`src/rtl/ispp_pkg.sv`:
```
package ispp_pkg;

  // controller sequencing states
  typedef enum logic [3:0] {
    ST_IDLE,
    ST_BASE_REQ,
    ST_BASE_WAIT,
    ST_LIMIT,
    ST_PULSE,
    ST_MEAS_REQ,
    ST_MEAS_WAIT,
    ST_EMIT
  } ispp_state_e;

  // 2 % departure: 50 * |Rc - R0| > R0
  localparam int DEPART_SCALE = 50;
  localparam int DEPART_BITS  = 6;

endpackage

```
`src/rtl/ispp_dev_check.sv`:
```
module ispp_dev_check #(
  parameter int RES_W = 24
) (
  input  logic [RES_W-1:0] rc,
  input  logic [RES_W-1:0] r0,
  input  logic [RES_W-1:0] r_lo,
  input  logic [RES_W-1:0] r_hi,
  input  logic             neg,
  output logic             departed,
  output logic             reached
);
  localparam int DW = RES_W + ispp_pkg::DEPART_BITS;

  logic [RES_W-1:0] diff;
  logic [DW-1:0]    scaled;

  always_comb begin
    diff     = (rc >= r0) ? (rc - r0) : (r0 - rc);
    scaled   = DW'(diff) * DW'(ispp_pkg::DEPART_SCALE);
    departed = scaled > DW'(r0);
    reached  = neg ? (rc >= r_hi) : (rc <= r_lo);
  end

endmodule

```
`src/rtl/ispp_ramp_fsm.sv`:
```
module ispp_ramp_fsm
  import ispp_pkg::*;
#(
  parameter int AMP_W = 16,
  parameter int RES_W = 24,
  parameter int RUN_W = 8
) (
  input  logic             clk,
  input  logic             rst_n,
  input  logic             start,
  input  logic [AMP_W-2:0] cfg_start_mv,
  input  logic [AMP_W-2:0] cfg_step_mv,
  input  logic [AMP_W-2:0] cfg_max_mv,
  input  logic [RES_W-1:0] cfg_r_lo,
  input  logic [RES_W-1:0] cfg_r_hi,
  input  logic [RUN_W-1:0] cfg_runs,
  input  logic             cfg_first_neg,
  output logic             busy,
  output logic             pls_valid,
  input  logic             pls_ready,
  output logic [AMP_W-1:0] pls_amp,
  output logic             rd_req_valid,
  input  logic             rd_req_ready,
  input  logic             rd_res_valid,
  output logic             rd_res_ready,
  input  logic [RES_W-1:0] rd_res_ohm,
  output logic             push,
  input  logic             full,
  output logic             out_neg,
  output logic [AMP_W-1:0] out_sw,
  output logic [AMP_W-1:0] out_th,
  output logic             out_th_seen,
  output logic             out_fail
);

  ispp_state_e state_q;

  logic [AMP_W-2:0] start_q, step_q, max_q;
  logic [RES_W-1:0] r_lo_q, r_hi_q, r0_q;
  logic [RUN_W-1:0] runs_left_q;
  logic             neg_q;
  logic [AMP_W-1:0] mag_q;
  logic             th_seen_q, fail_q;
  logic [AMP_W-1:0] th_q, sw_q;

  logic signed [AMP_W-1:0] amp_s;
  logic                    departed, reached;

  assign amp_s = neg_q ? -$signed(mag_q) : $signed(mag_q);

  ispp_dev_check #(.RES_W(RES_W)) u_check (
    .rc       (rd_res_ohm),
    .r0       (r0_q),
    .r_lo     (r_lo_q),
    .r_hi     (r_hi_q),
    .neg      (neg_q),
    .departed (departed),
    .reached  (reached)
  );

  always_ff @(posedge clk) begin
    if (!rst_n) begin
      state_q     <= ST_IDLE;
      start_q     <= '0;
      step_q      <= '0;
      max_q       <= '0;
      r_lo_q      <= '0;
      r_hi_q      <= '0;
      r0_q        <= '0;
      runs_left_q <= '0;
      neg_q       <= 1'b0;
      mag_q       <= '0;
      th_seen_q   <= 1'b0;
      th_q        <= '0;
      sw_q        <= '0;
      fail_q      <= 1'b0;
    end else begin
      unique case (state_q)
        ST_IDLE: begin
          if (start && (cfg_runs != '0)) begin
            start_q     <= cfg_start_mv;
            step_q      <= cfg_step_mv;
            max_q       <= cfg_max_mv;
            r_lo_q      <= cfg_r_lo;
            r_hi_q      <= cfg_r_hi;
            runs_left_q <= cfg_runs;
            neg_q       <= cfg_first_neg;
            state_q     <= ST_BASE_REQ;
          end
        end
        ST_BASE_REQ: if (rd_req_ready) state_q <= ST_BASE_WAIT;
        ST_BASE_WAIT: begin
          if (rd_res_valid) begin
            r0_q      <= rd_res_ohm;
            mag_q     <= {1'b0, start_q};
            th_seen_q <= 1'b0;
            th_q      <= '0;
            state_q   <= ST_LIMIT;
          end
        end
        ST_LIMIT: begin
          if (mag_q > {1'b0, max_q}) begin
            sw_q    <= '0;
            fail_q  <= 1'b1;
            state_q <= ST_EMIT;
          end else begin
            state_q <= ST_PULSE;
          end
        end
        ST_PULSE: if (pls_ready) state_q <= ST_MEAS_REQ;
        ST_MEAS_REQ: if (rd_req_ready) state_q <= ST_MEAS_WAIT;
        ST_MEAS_WAIT: begin
          if (rd_res_valid) begin
            if (departed && !th_seen_q) begin
              th_seen_q <= 1'b1;
              th_q      <= amp_s;
            end
            if (reached) begin
              sw_q    <= amp_s;
              fail_q  <= 1'b0;
              state_q <= ST_EMIT;
            end else begin
              mag_q   <= mag_q + {1'b0, step_q};
              state_q <= ST_LIMIT;
            end
          end
        end
        ST_EMIT: begin
          if (!full) begin
            runs_left_q <= runs_left_q - RUN_W'(1);
            neg_q       <= ~neg_q;
            state_q     <= (runs_left_q == RUN_W'(1)) ? ST_IDLE : ST_BASE_REQ;
          end
        end
        default: state_q <= ST_IDLE;
      endcase
    end
  end

  assign busy         = (state_q != ST_IDLE);
  assign pls_valid    = (state_q == ST_PULSE);
  assign pls_amp      = amp_s;
  assign rd_req_valid = (state_q == ST_BASE_REQ) || (state_q == ST_MEAS_REQ);
  assign rd_res_ready = (state_q == ST_BASE_WAIT) || (state_q == ST_MEAS_WAIT);
  assign push         = (state_q == ST_EMIT) && !full;
  assign out_neg      = neg_q;
  assign out_sw       = sw_q;
  assign out_th       = th_q;
  assign out_th_seen  = th_seen_q;
  assign out_fail     = fail_q;

  // R10: pulse request held with a stable amplitude until accepted
  assert_pls_hold_R10: assert property (@(posedge clk) disable iff (!rst_n)
    (pls_valid && !pls_ready) |=> (pls_valid && $stable(pls_amp)));

  // R10: read request held until accepted
  assert_rd_hold_R10: assert property (@(posedge clk) disable iff (!rst_n)
    (rd_req_valid && !rd_req_ready) |=> rd_req_valid);

  // R2: an accepted pulse is followed directly by a read request
  assert_read_after_pulse_R2: assert property (@(posedge clk) disable iff (!rst_n)
    (pls_valid && pls_ready) |=> (rd_req_valid && !pls_valid));

  // R7: no pulse magnitude above the captured maximum
  assert_amp_cap_R7: assert property (@(posedge clk) disable iff (!rst_n)
    pls_valid |-> (mag_q <= {1'b0, max_q}));

  // R8: an idle controller drives no request
  assert_idle_quiet_R8: assert property (@(posedge clk) disable iff (!rst_n)
    !busy |-> (!pls_valid && !rd_req_valid && !rd_res_ready && !push));

endmodule

```
`src/rtl/ispp_rec_fifo.sv`:
```
module ispp_rec_fifo #(
  parameter int W     = 35,
  parameter int DEPTH = 4
) (
  input  logic         clk,
  input  logic         rst_n,
  input  logic         push,
  input  logic [W-1:0] push_data,
  output logic         full,
  output logic         out_valid,
  input  logic         out_ready,
  output logic [W-1:0] out_data
);
  localparam int PW = (DEPTH > 1) ? $clog2(DEPTH) : 1;
  localparam int CW = $clog2(DEPTH + 1);

  logic [W-1:0]  mem [DEPTH];
  logic [PW-1:0] wr_q, rd_q;
  logic [CW-1:0] cnt_q;
  logic          pop;

  assign full      = (cnt_q == CW'(DEPTH));
  assign out_valid = (cnt_q != '0);
  assign out_data  = mem[rd_q];
  assign pop       = out_valid && out_ready;

  function automatic logic [PW-1:0] nxt(input logic [PW-1:0] p);
    return (p == PW'(DEPTH - 1)) ? '0 : p + PW'(1);
  endfunction

  always_ff @(posedge clk) begin
    if (push) mem[wr_q] <= push_data;
  end

  always_ff @(posedge clk) begin
    if (!rst_n) begin
      wr_q  <= '0;
      rd_q  <= '0;
      cnt_q <= '0;
    end else begin
      if (push) wr_q <= nxt(wr_q);
      if (pop)  rd_q <= nxt(rd_q);
      if (push && !pop)      cnt_q <= cnt_q + CW'(1);
      else if (pop && !push) cnt_q <= cnt_q - CW'(1);
    end
  end

  // R9: the controller never pushes into a full FIFO
  assert_no_overflow_R9: assert property (@(posedge clk) disable iff (!rst_n)
    push |-> (cnt_q < CW'(DEPTH)));

  // R9: a stalled record holds its contents
  assert_rec_hold_R9: assert property (@(posedge clk) disable iff (!rst_n)
    (out_valid && !out_ready) |=> (out_valid && $stable(out_data)));

endmodule

```
`src/rtl/ispp_search_ctrl.sv`:
```
module ispp_search_ctrl #(
  parameter int AMP_W     = 16,
  parameter int RES_W     = 24,
  parameter int RUN_W     = 8,
  parameter int REC_DEPTH = 4
) (
  input  logic             clk,
  input  logic             rst_n,
  input  logic             start,
  input  logic [AMP_W-2:0] cfg_start_mv,
  input  logic [AMP_W-2:0] cfg_step_mv,
  input  logic [AMP_W-2:0] cfg_max_mv,
  input  logic [RES_W-1:0] cfg_r_lo,
  input  logic [RES_W-1:0] cfg_r_hi,
  input  logic [RUN_W-1:0] cfg_runs,
  input  logic             cfg_first_neg,
  output logic             busy,
  output logic             pls_valid,
  input  logic             pls_ready,
  output logic [AMP_W-1:0] pls_amp_mv,
  output logic             rd_req_valid,
  input  logic             rd_req_ready,
  input  logic             rd_res_valid,
  output logic             rd_res_ready,
  input  logic [RES_W-1:0] rd_res_ohm,
  output logic             rec_valid,
  input  logic             rec_ready,
  output logic             rec_neg,
  output logic [AMP_W-1:0] rec_sw_mv,
  output logic [AMP_W-1:0] rec_th_mv,
  output logic             rec_th_seen,
  output logic             rec_fail
);
  localparam int REC_W = 2 * AMP_W + 3;

  logic             push, full;
  logic             f_neg, f_seen, f_fail;
  logic [AMP_W-1:0] f_sw, f_th;
  logic [REC_W-1:0] rec_in, rec_out;

  ispp_ramp_fsm #(.AMP_W(AMP_W), .RES_W(RES_W), .RUN_W(RUN_W)) u_fsm (
    .clk           (clk),
    .rst_n         (rst_n),
    .start         (start),
    .cfg_start_mv  (cfg_start_mv),
    .cfg_step_mv   (cfg_step_mv),
    .cfg_max_mv    (cfg_max_mv),
    .cfg_r_lo      (cfg_r_lo),
    .cfg_r_hi      (cfg_r_hi),
    .cfg_runs      (cfg_runs),
    .cfg_first_neg (cfg_first_neg),
    .busy          (busy),
    .pls_valid     (pls_valid),
    .pls_ready     (pls_ready),
    .pls_amp       (pls_amp_mv),
    .rd_req_valid  (rd_req_valid),
    .rd_req_ready  (rd_req_ready),
    .rd_res_valid  (rd_res_valid),
    .rd_res_ready  (rd_res_ready),
    .rd_res_ohm    (rd_res_ohm),
    .push          (push),
    .full          (full),
    .out_neg       (f_neg),
    .out_sw        (f_sw),
    .out_th        (f_th),
    .out_th_seen   (f_seen),
    .out_fail      (f_fail)
  );

  assign rec_in = {f_neg, f_sw, f_th, f_seen, f_fail};

  ispp_rec_fifo #(.W(REC_W), .DEPTH(REC_DEPTH)) u_fifo (
    .clk       (clk),
    .rst_n     (rst_n),
    .push      (push),
    .push_data (rec_in),
    .full      (full),
    .out_valid (rec_valid),
    .out_ready (rec_ready),
    .out_data  (rec_out)
  );

  assign {rec_neg, rec_sw_mv, rec_th_mv, rec_th_seen, rec_fail} = rec_out;

endmodule

```
`config.mk`:
```
export PLATFORM = sky130hd
export DESIGN_NAME = ispp_search_ctrl
export DESIGN_NICKNAME = d
export VERILOG_FILES = /design/src/rtl/ispp_pkg.sv /design/src/rtl/ispp_dev_check.sv /design/src/rtl/ispp_ramp_fsm.sv /design/src/rtl/ispp_rec_fifo.sv /design/src/rtl/ispp_search_ctrl.sv
export SDC_FILE = /design/constraint.sdc
export NUM_CORES = 1
export LEC_CHECK = 0
export BUFFER_PORTS_ARGS = -buffer_cell sky130_fd_sc_hd__buf_2
export CAP_MARGIN = 20
export CORE_UTILIZATION = 60
export DETAILED_ROUTE_END_ITERATION = 7
export PLACE_DENSITY = 0.8
export SETUP_SLACK_MARGIN = 0.1
export SKIP_LAST_GASP = 1
export SLEW_MARGIN = 5
export SYNTH_ARGS = -nofsm -noshare
export SYNTH_HDL_FRONTEND = slang
export SYNTH_HIERARCHICAL = 1
export SYNTH_SLANG_ARGS = --single-unit
```
`constraint.sdc`:
```
create_clock -name clk -period 18.4 [get_ports clk]
set_input_delay 1.84 -clock clk [delete_from_list [all_inputs] [get_ports clk]]
set_output_delay 1.84 -clock clk [all_outputs]
set_load 0.03 [all_outputs]
```
* Yosys cells after proc, flatten, opt, wreduce, memory -nomap -nowiden
Memory sizes are Yosys's and may differ from the RTL's. A register that Yosys moved wholly into a read port is not among the register bits.
Index checks and enable logic that the tools add are counted.
Widths: inputs -> output; s select.
** Word-level totals
- Register bits after elaboration :: 187
- Bits in writable memories :: 140
- Input port bits :: 133
- Output and inout bits :: 56
- Word-level logic and storage cells :: 131
- Memories kept :: 1
** Operators by class
- $add $sub $neg :: 9
- Multiply operators :: 1
- Order comparisons :: 5
- Eq/ne operators :: 22
- Mux-type cells :: 48
- Bitwise operators :: 1
- Reduce and logical (&&, ||, !) cells :: 27
** Memories
- u_fifo.mem :: words 4, width 35, rd ports 1, clocked after memory_dff 1, wr ports 1, RTL line ispp_rec_fifo.sv:17 : logic [W-1:0] mem [DEPTH];
** Operator list (number)
- $mux 16 :: 10
- $pmux 16 s2 :: 3
- $ge 24x24->1 :: 2
- $sub 24x24->24 :: 2
- $pmux 4 s8 :: 1
- $gt 30x24->1 :: 1
- $mul 24x5->29 const B :: 1
- $mux 4 :: 7
- $le 24x24->1 :: 1
- $mux 24 :: 1
- $add 16x15->16 :: 1
- $eq 4x3->1 const B :: 4
- $gt 16x15->1 :: 1
- $mux 8 :: 2
- $neg 16->16 :: 1
- $pmux 8 s2 :: 1
- $mux 1 :: 12
- $ne 2x2->1 const B :: 6
- $reduce_and 4->1 :: 3
- $mux 2 :: 5
- $ne 2x1->1 const B :: 5
- $mux 3 :: 3
- $eq 4x2->1 const B :: 2
- $eq 8x1->1 const B :: 1
- other kinds (20) :: 37

* Logic depth before layout (Yosys ltp)
Gate-level depths: netlist (run 1).
- Word-level depth :: 8
- Depth in mapped cells :: 43

* By module
The synthesis (run 1) kept the hierarchy.
** By module, submodules not included
- ispp_ramp_fsm :: times used 1, cells an instance 1030, area an instance 8080.2 um^2, sequential area each 3583.4 um^2
- ispp_dev_check :: times used 1, cells an instance 893, area an instance 6760.2 um^2, sequential area each 0.0 um^2
- ispp_rec_fifo :: times used 1, cells an instance 229, area an instance 5561.6 um^2, sequential area each 4384.2 um^2

* Worst setup path before layout (run 1)
No wires, ideal clock.
- Path type :: input -> register
- Start point :: input rd_res_ohm[0]
- End point :: register u_fsm.th_q[5] (netlist: u_fsm/out_th[5])
- Setup time :: 0.070 ns
- Arrival time :: 9.141 ns
- Data required time :: 18.330 ns
- Path slack :: 9.189 ns
- Stages :: 38
- Buffers on the path :: 3
- Cells stage by stage :: inv_1 > ha_1 > inv_1 > fa_1 > a21oi_1 > o2111ai_1 > a31oi_1 > nand3_1 > nand2_1 > buf_2 > buf_2 > mux2i_1 > xor2_1 > ha_1 > ha_1 > inv_1 > fa_1 > inv_1 > (+2 left out) > o21a_1 > o31ai_1 > a41oi_1 > o21ba_2 > o21bai_1 > a21oi_1 > xnor2_1 > ha_1 > nand4_1 > or3_1 > o31a_1 > o211ai_1 > nand2b_1 > a21o_1 > clkbuf_1 > nor2_1 > nand2_1 > a21oi_1
** Between the ends
- Cells in the longest elaborated chain, start to end :: 7
- Elaborated cells on any way between the ends :: 9
- Classes of those cells :: 2 x add/sub; 1 x mul; 2 x order compare; 1 x eq/ne; 1 x mux; 2 x reduce/logical
** Ends and longest elaborated chain
- from (decl) :: RTL line ispp_search_ctrl.sv:25 : input logic [RES_W-1:0] rd_res_ohm,
- $sub 24x24->24 / $ge 24x24->1 (equally long branches) :: RTL line ispp_dev_check.sv:18 : diff = (rc >= r0) ? (rc - r0) : (r0 - rc);
- $mux 24 (*) :: RTL line ispp_dev_check.sv:18
- $mul 24x5->29 (*) :: RTL line ispp_dev_check.sv:19 : scaled = DW'(diff) * DW'(ispp_pkg::DEPART_SCALE);
- $gt 30x24->1 (*) :: RTL line ispp_dev_check.sv:20 : departed = scaled > DW'(r0);
- via u_fsm.departed :: RTL line ispp_ramp_fsm.sv:47 : logic departed, reached;
- $logic_and 1x1->1 (*) :: RTL line ispp_ramp_fsm.sv:114 : if (departed && !th_seen_q) begin
- $ne 2x1->1 (no source line) (*)
- $reduce_and 4->1 (no source line) (*)
- to (signal assigned) :: RTL line ispp_ramp_fsm.sv:116 : th_q <= amp_s;
- to (decl) :: RTL line ispp_ramp_fsm.sv:44 : logic [AMP_W-1:0] th_q, sw_q;
The timed path passes the listed nets; every way through them passes the cells marked *.
A chain may end at the register's enable or synchronous reset.

* Worst setup path in the final report (run 1)
Same ends and word-level chain as after synthesis.

==> results of run 1 <==
[worst paths after layout]
| path | slack, ns | to | start |
|---|---|---|---|
| worst max register to register | 8.62 | u_fsm/out_th[5] | u_fsm/r0_q[0] |
| worst min-delay path | 0.45 | u_fsm/start_q[14] | u_fsm/start_q[14] |
| worst max-delay path | 7.51 | u_fsm/out_th[5] | rd_res_ohm[0] |
| worst min register to register | 0.45 | u_fsm/start_q[14] | u_fsm/start_q[14] |
[report_power, final]
part | total [mW] | internal (mW) | switching, mW | leakage, nW
sequential | 0.827 | 0.793 | 0.0347 | 2.67
combinational | 2.02 | 0.852 | 1.17 | 6.36
clock | 0.706 | 0.404 | 0.302 | 0.580
total | 3.55 | 2.05 | 1.50 | 9.62
[cells in the final DEF (no fill, tap or decap), types with 14 or more instances in the layout]
cell	instances
ha_1	232
nand2_1	338
fa_1	22
xnor2_1	45
buf_2	188
nand3_1	37
dfxtp_1	187
clkbuf_16	36
a21o_1	55
a31oi_1	19
a21oi_1	230
edfxtp_1	140
xor2_1	37
mux4_2	30
nor2b_1	20
o21ai_0	63
nor3_1	25
nor2_1	66
mux2i_1	15
inv_1	226
a22o_1	18
o211ai_1	14
nand4_1	14
[per-stage QoR]
| step | util | cell area, sq um | power, mW |
|---|---|---|---|
| 5_1_grt | 0.677 | 22700 | 3.82 |
| 6_report | 0.678 | 22700 | 3.55 |
| 2_1_floorplan | - | 20400 | 2.36 |
| 4_1_cts | 0.677 | 22700 | 3.54 |
| 3_5_place_dp | 0.642 | 21500 | 2.82 |
| 3_3_place_gp | 0.642 | 21500 | 2.76 |
[layout make-up]
class,instances,area share
multi-input combinational,1497,0.489
sequential,328,0.351
timing repair buffer,200,0.0459
clock buffer,45,0.0438
inverter,228,0.0378
tap,448,0.0247
clock inverter,21,0.00788
antenna,2,0.000220
[state kept, by name (all words and copies together), names as in the netlist, 2 cells and up, named ones only]
register / flops
u_fifo/cnt_q: 3
u_fifo/mem: 140
u_fifo/rd_q: 2
u_fifo/wr_q: 2
u_fsm/mag_q: 16
u_fsm/max_q: 15
u_fsm/out_sw: 16
u_fsm/out_th: 16
u_fsm/r0_q: 24
u_fsm/r_hi_q: 24
u_fsm/r_lo_q: 24
u_fsm/runs_left_q: 8
u_fsm/start_q: 15
u_fsm/state_q: 3
u_fsm/step_q: 15
[cells by family (layout without fill, tap and decap cells)]
logic type | after synthesis | count (layout) | share of synthesized area
simple gates | 575 | 575 | 0.127
compound gates | 532 | 532 | 0.169
flops | 328 | 328 | 0.391
buf+inv | 327 | 494 | 0.0658
fa+ha+maj | 254 | 254 | 0.164
xor+xnor | 82 | 82 | 0.0352
mux | 54 | 54 | 0.0491
other cells | 0 | 2 | 0
[worst max-delay path: cells and delay by family]
family,cells,cell delay (ns)
AOI/OAI and AO/OA,16,4.07
xor gates and xnor gates,2,0.39
buffers and inverters,5,0.39
adders and majority gates,7,2.25
and+or+nand+nor,7,2.36
[per-layer routing]
layer	vias to the layer above	share of wire	wire length, microns
met5	-	0.00024	13
met4	2	0.026	1400
met3	102	0.079	4340
met2	755	0.46	25200
met1	8028	0.43	23600
li1	7871	-	-
==> flow_summary_export.csv, run 1 <==
group,metric,value,unit
die,ios,189,
sta,fin_skew,0.0142,ns
sta,fmax,91.8,MHz
logic_synthesis,netlist_instances,2152,
clocking,path_clk_slew,0.06,ns
clocking,postCtsHoldBufs,0,
logic_synthesis,ys_types,87,
route,via_per_inst,6.05,
clocking,clock_path_buffers,3,
cells_and_area,fin_nets,2678,
global_route,use_met2,0.512,
run,drv_cap,0,
worst_setup_path,cp_data_arrival_time,11.33,ns
route,drtPass1Iterations,6,
worst_setup_path,crit_path_start_kind,"input port",
die,core_area,33500,sq um
cells_and_area,regArea,7970,sq um
cells_and_area,fillers,2613,
logic_synthesis,synthFlopType,"dfxtp_1",
power_and_ir_drop,power.density,156,nW/um^2
clocking,htreeDepth,2,
place,dp_hpwl,39900,microns
global_route,grt_pass1_wl,86500,microns
power_and_ir_drop,leakage,9.62,nW
worst_hold_path,min_path_type,"reg -> reg",
route,routedWlPerCell,19.7,microns
route,drc,0,
clocking,clock_latency,0.53,ns
global_route,met3_usage,0.0508,
cells_and_area,layout-drive-gt1-share,0.142,
worst_setup_path,critPathMostFrequentCell,"ha_1",
global_route,antenna_found_initial,4,
global_route,grt-ovfl-total,0,
logic_synthesis,synth-seq-cells,328,
global_route,grt_pass1_vias,16300,
place,io_buffer_count,188,
clocking,cts_inserted_buffers,36,
worst_setup_path,setup.worst_path.class,"in -> reg",
die,die_x,186,microns
worst_setup_path,worst_setup_path_end_kind,"register",
clocking,cts_root_buf,"clkbuf_16",
cells_and_area,area_growth_syn_to_layout,11.4,%
route,ant_nets,0,
sta,finalMaxSlewViolations,0,
logic_synthesis,synth_edf_count,140,
place,place_congestion,0.960,
global_route,met1_usage,0.427,
route,drt_iter0_markers,1492,
die,num_rows,67,
place,dp_cells,2700,
worst_setup_path,reg2reg_depth,35,
clocking,cts_tree,"yes",
power_and_ir_drop,ir_drop,0.116,mV
worst_hold_path,hold_depth,2,
logic_synthesis,synth-async-reset-ratio,0,
place,dp_slack,7.30,ns
die,die_area,34700,sq um
clocking,clock-sinks,328,
route,totalWireLength,54600,microns
sta,worst_slew_pin_slew,1.15,ns
sta,setup_viol,0,
clocking,post_cts_buffers,0,
logic_synthesis,synth_top_cell_by_area,"edfxtp_1",
cells_and_area,layout.cells.non_filler,2769,
die,die_height,186,microns
sta,min_period,10.89,ns
status,status,"finished, final reports clean",
global_route,busiest_layer,"met2",
sta,finalSetupTns,0,ns
die,initial_core_util,0.608,
logic_synthesis,ys_seq_area_frac,0.391,
sta,timing.final.crit_share,0.592,
logic_synthesis,yosysMostFrequentCell,"nand2_1",
logic_synthesis,synth_area,20400,sq um
worst_setup_path,crit_required,18.84,ns
sta,slew_headroom,0.228,
route,vias,16800,
clocking,ctsResizeCount,0,
sta,hold_violations,0,
sta,setup_ws,7.51,ns
worst_setup_path,critPathMaxFanout,22,
global_route,gr-usage-all-layers,0.313,
logic_synthesis,yosys-top-cells-area,"edfxtp_1, dfxtp_1, ha_1",
global_route,grt_max_degree,95,
logic_synthesis,ys_top_cells_by_count,"nand2_1, ha_1, a21oi_1",
logic_synthesis,syn-num-nets,2539,
worst_setup_path,critPathSlowestCell,"nand2_1",
logic_synthesis,synth.avg_cell_area,9.48,sq um
logic_synthesis,synthDominantCellAreaShare,0.206,
worst_setup_path,critPathMaxStageDelay,0.85,ns
cells_and_area,multi_input_area,11100,sq um
sta,whs,0.450,ns
sta,rsz0062_at_grt,"false",
logic_synthesis,yosysWarnings,6,
Power figures use the tool's default switching activity.
==> run 2, diff against run 1 <==
Settings changed: CORE_UTILIZATION 60 to 55, PLACE_DENSITY 0.8 to 0.78.
Clock period 18.4 ns to 9.3 ns, I/O delays scaled along.
==> flow_summary_export.csv, run 2 (synthesis results as in run 1) <==
group,metric,value,unit
sta,setup_viol,0,
sta,hold_violations,0,
cells_and_area,fin_nets,2709,
cells_and_area,final_area,23000,sq um
power_and_ir_drop,combPwrFrac,0.569,
global_route,antenna_found_initial,1,
power_and_ir_drop,power.switching,2.95,mW
global_route,gr-usage-all-layers,0.295,
global_route,grt_pass1_vias,16100,
die,ios,189,
route,drtPass1Iterations,5,
cells_and_area,final_cell_mix,"nand2_1, ha_1, a21oi_1",
sta,fin_skew,0.0164,ns
worst_setup_path,critPathMaxFanout,10,
global_route,grt_max_degree,97,
cells_and_area,final_common_cell,"nand2_1",
die,die_area,37900,sq um
sta,min_period,8.78,ns
worst_setup_path,setup.worst_path.class,"in -> reg",
sta,fmax,114,MHz
place,dp_hpwl,41600,microns
route,via_per_inst,5.89,
sta,finalMaxSlewViolations,0,
power_and_ir_drop,clkPwrFrac,0.200,
power_and_ir_drop,p_int,4.14,mW
route,vias,16600,
worst_setup_path,crit_required,9.75,ns
place,io_buffer_count,188,
sta,worst_slew_pin_slew,1.02,ns
worst_setup_path,critPathMaxStageDelay,0.52,ns
worst_setup_path,cp_data_arrival_time,9.23,ns
cells_and_area,layout.cells.non_filler,2819,
route,totalWireLength,55800,microns
worst_setup_path,worst_setup_path_end_kind,"register",
clocking,clock_path_buffers,3,
route,ant_nets,0,
clocking,cts_tree,"yes",
cells_and_area,largest_reg_flops,140,
power_and_ir_drop,power.density,308,nW/um^2
run,drv_cap,0,
worst_setup_path,path_delay_family,"compound AO/OA/AOI/OAI gates",
cells_and_area,final_core_util,0.630,
sta,slew_headroom,0.318,
place,place_area,21800,sq um
die,initial_core_util,0.559,
clocking,htreeDepth,2,
sta,timing.final.crit_share,0.944,
status,status,"finished, final reports clean",
route,drt_iter0_markers,1357,
worst_setup_path,critical_path_buf_inv_count,7,
place,place_congestion,0.931,
sta,setup_ws,0.519,ns
route,routedWlPerCell,19.8,microns
clocking,cts_root_buf,"clkbuf_16",
power_and_ir_drop,ir_drop,0.283,mV
cells_and_area,largest_register,"u_fifo/mem",
route,drc,0,
die,die_x,195,microns
die,num_rows,70,
worst_hold_path,min_path_type,"reg -> reg",
global_route,grt-ovfl-total,0,
cells_and_area,area_growth_syn_to_layout,12.8,%
clocking,clock_latency,0.56,ns
clocking,clock-sinks,328,
die,die_height,195,microns
power_and_ir_drop,seq_power_share,0.231,
cells_and_area,layout-drive-gt1-share,0.152,
place,dp_slack,-0.273,ns
global_route,grt_pass1_wl,87600,microns
place,dp_cells,2746,
cells_and_area,fillers,2980,
worst_setup_path,crit_path_start_kind,"input port",
clocking,postCtsHoldBufs,0,
power_and_ir_drop,power,7.09,mW
clocking,cts_inserted_buffers,37,
clocking,path_clk_slew,0.06,ns
power_and_ir_drop,swShare,0.416,
die,core_area,36500,sq um
power_and_ir_drop,leakage,9.76,nW
sta,rsz0062_at_grt,"false",
worst_setup_path,critPathSlowestCell,"fa_1",
[run 2: changes by cell type in the layout (fill, tap and decap cells not counted), sizes merged]
cell      before  now
clkinvlp       2    1
clkbuf        45   49
diode          2    1
buf          200  230
clkinv        14   12
[run 2: repair_timing]
item | 4_1_cts | 5_1_grt
buffers inserted | 0 | 3
endpoints found under the setup margin | 0 | 16
resized for setup | 0 | 7
[run 2: through the flow]
| step | setup TNS (ns) | hold slack, ns |
|---|---|---|
| final | 0 | 0.456 |
| after floorplan | 0 | 0.432 |
| after CTS | 0 | 0.456 |
| after global routing | 0 | 0.468 |
| after global placement | -0.131 | 0.439 |
| after detailed placement | -2.65 | 0.448 |
[run 2: final timing paths]
path	startpoint	endpoint	slack, ns	cells past startpoint
worst max-delay path	rd_res_ohm[0]	u_fsm/out_th[10]	0.52	35
worst min register to register	u_fsm/r_lo_q[3]	u_fsm/r_lo_q[3]	0.46	2
worst min-delay path	u_fsm/r_lo_q[3]	u_fsm/r_lo_q[3]	0.46	2
worst max register to register	u_fsm/r0_q[0]	u_fsm/out_th[10]	0.72	33
[run 2: cell type report]
type                            count  area [sq um]  share of cell area
Clock buffer                       49          1020              0.0444
Inverter                          228           858              0.0373
Sequential cell                   328          7970               0.346
Timing Repair Buffer              230          1290              0.0560
Tap cell                          468           586              0.0254
Clock inverter                     18           151             0.00658
Multi-Input combinational cell   1497         11100               0.484
Antenna cell                        1          2.50            0.000109
[run 2: worst reg2reg max path, delay by kind of cell (launching register included)]
family	cells	cell delay (ns)
AND/OR/NAND/NOR	3	0.50
multiplexers	1	0.37
XOR/XNOR	1	0.19
buffers and inverters	5	0.52
adder cells (fa/ha/maj)	6	2.00
AO/OA/AOI/OAI	17	4.51
flip-flops	1	0.40
[run 2: metal layers]
layer	global-route usage	up-vias	wire length (microns)
met5	0	-	0
met4	0.0949	0	1600
met3	0.0588	88	4490
met2	0.468	673	25400
met1	0.406	7914	24300
li1	-	7922	-
[run 2: power groups by stage]
stage | Clock (mW) | Sequential, mW | Combinational, mW
after floorplan | 0 | 1.64 | 3.03
after global placement | 0 | 1.66 | 3.85
after detailed placement | 0 | 1.67 | 3.97
after CTS | 1.44 | 1.64 | 4.01
after global routing | 1.49 | 1.65 | 4.51
final | 1.42 | 1.64 | 4.04
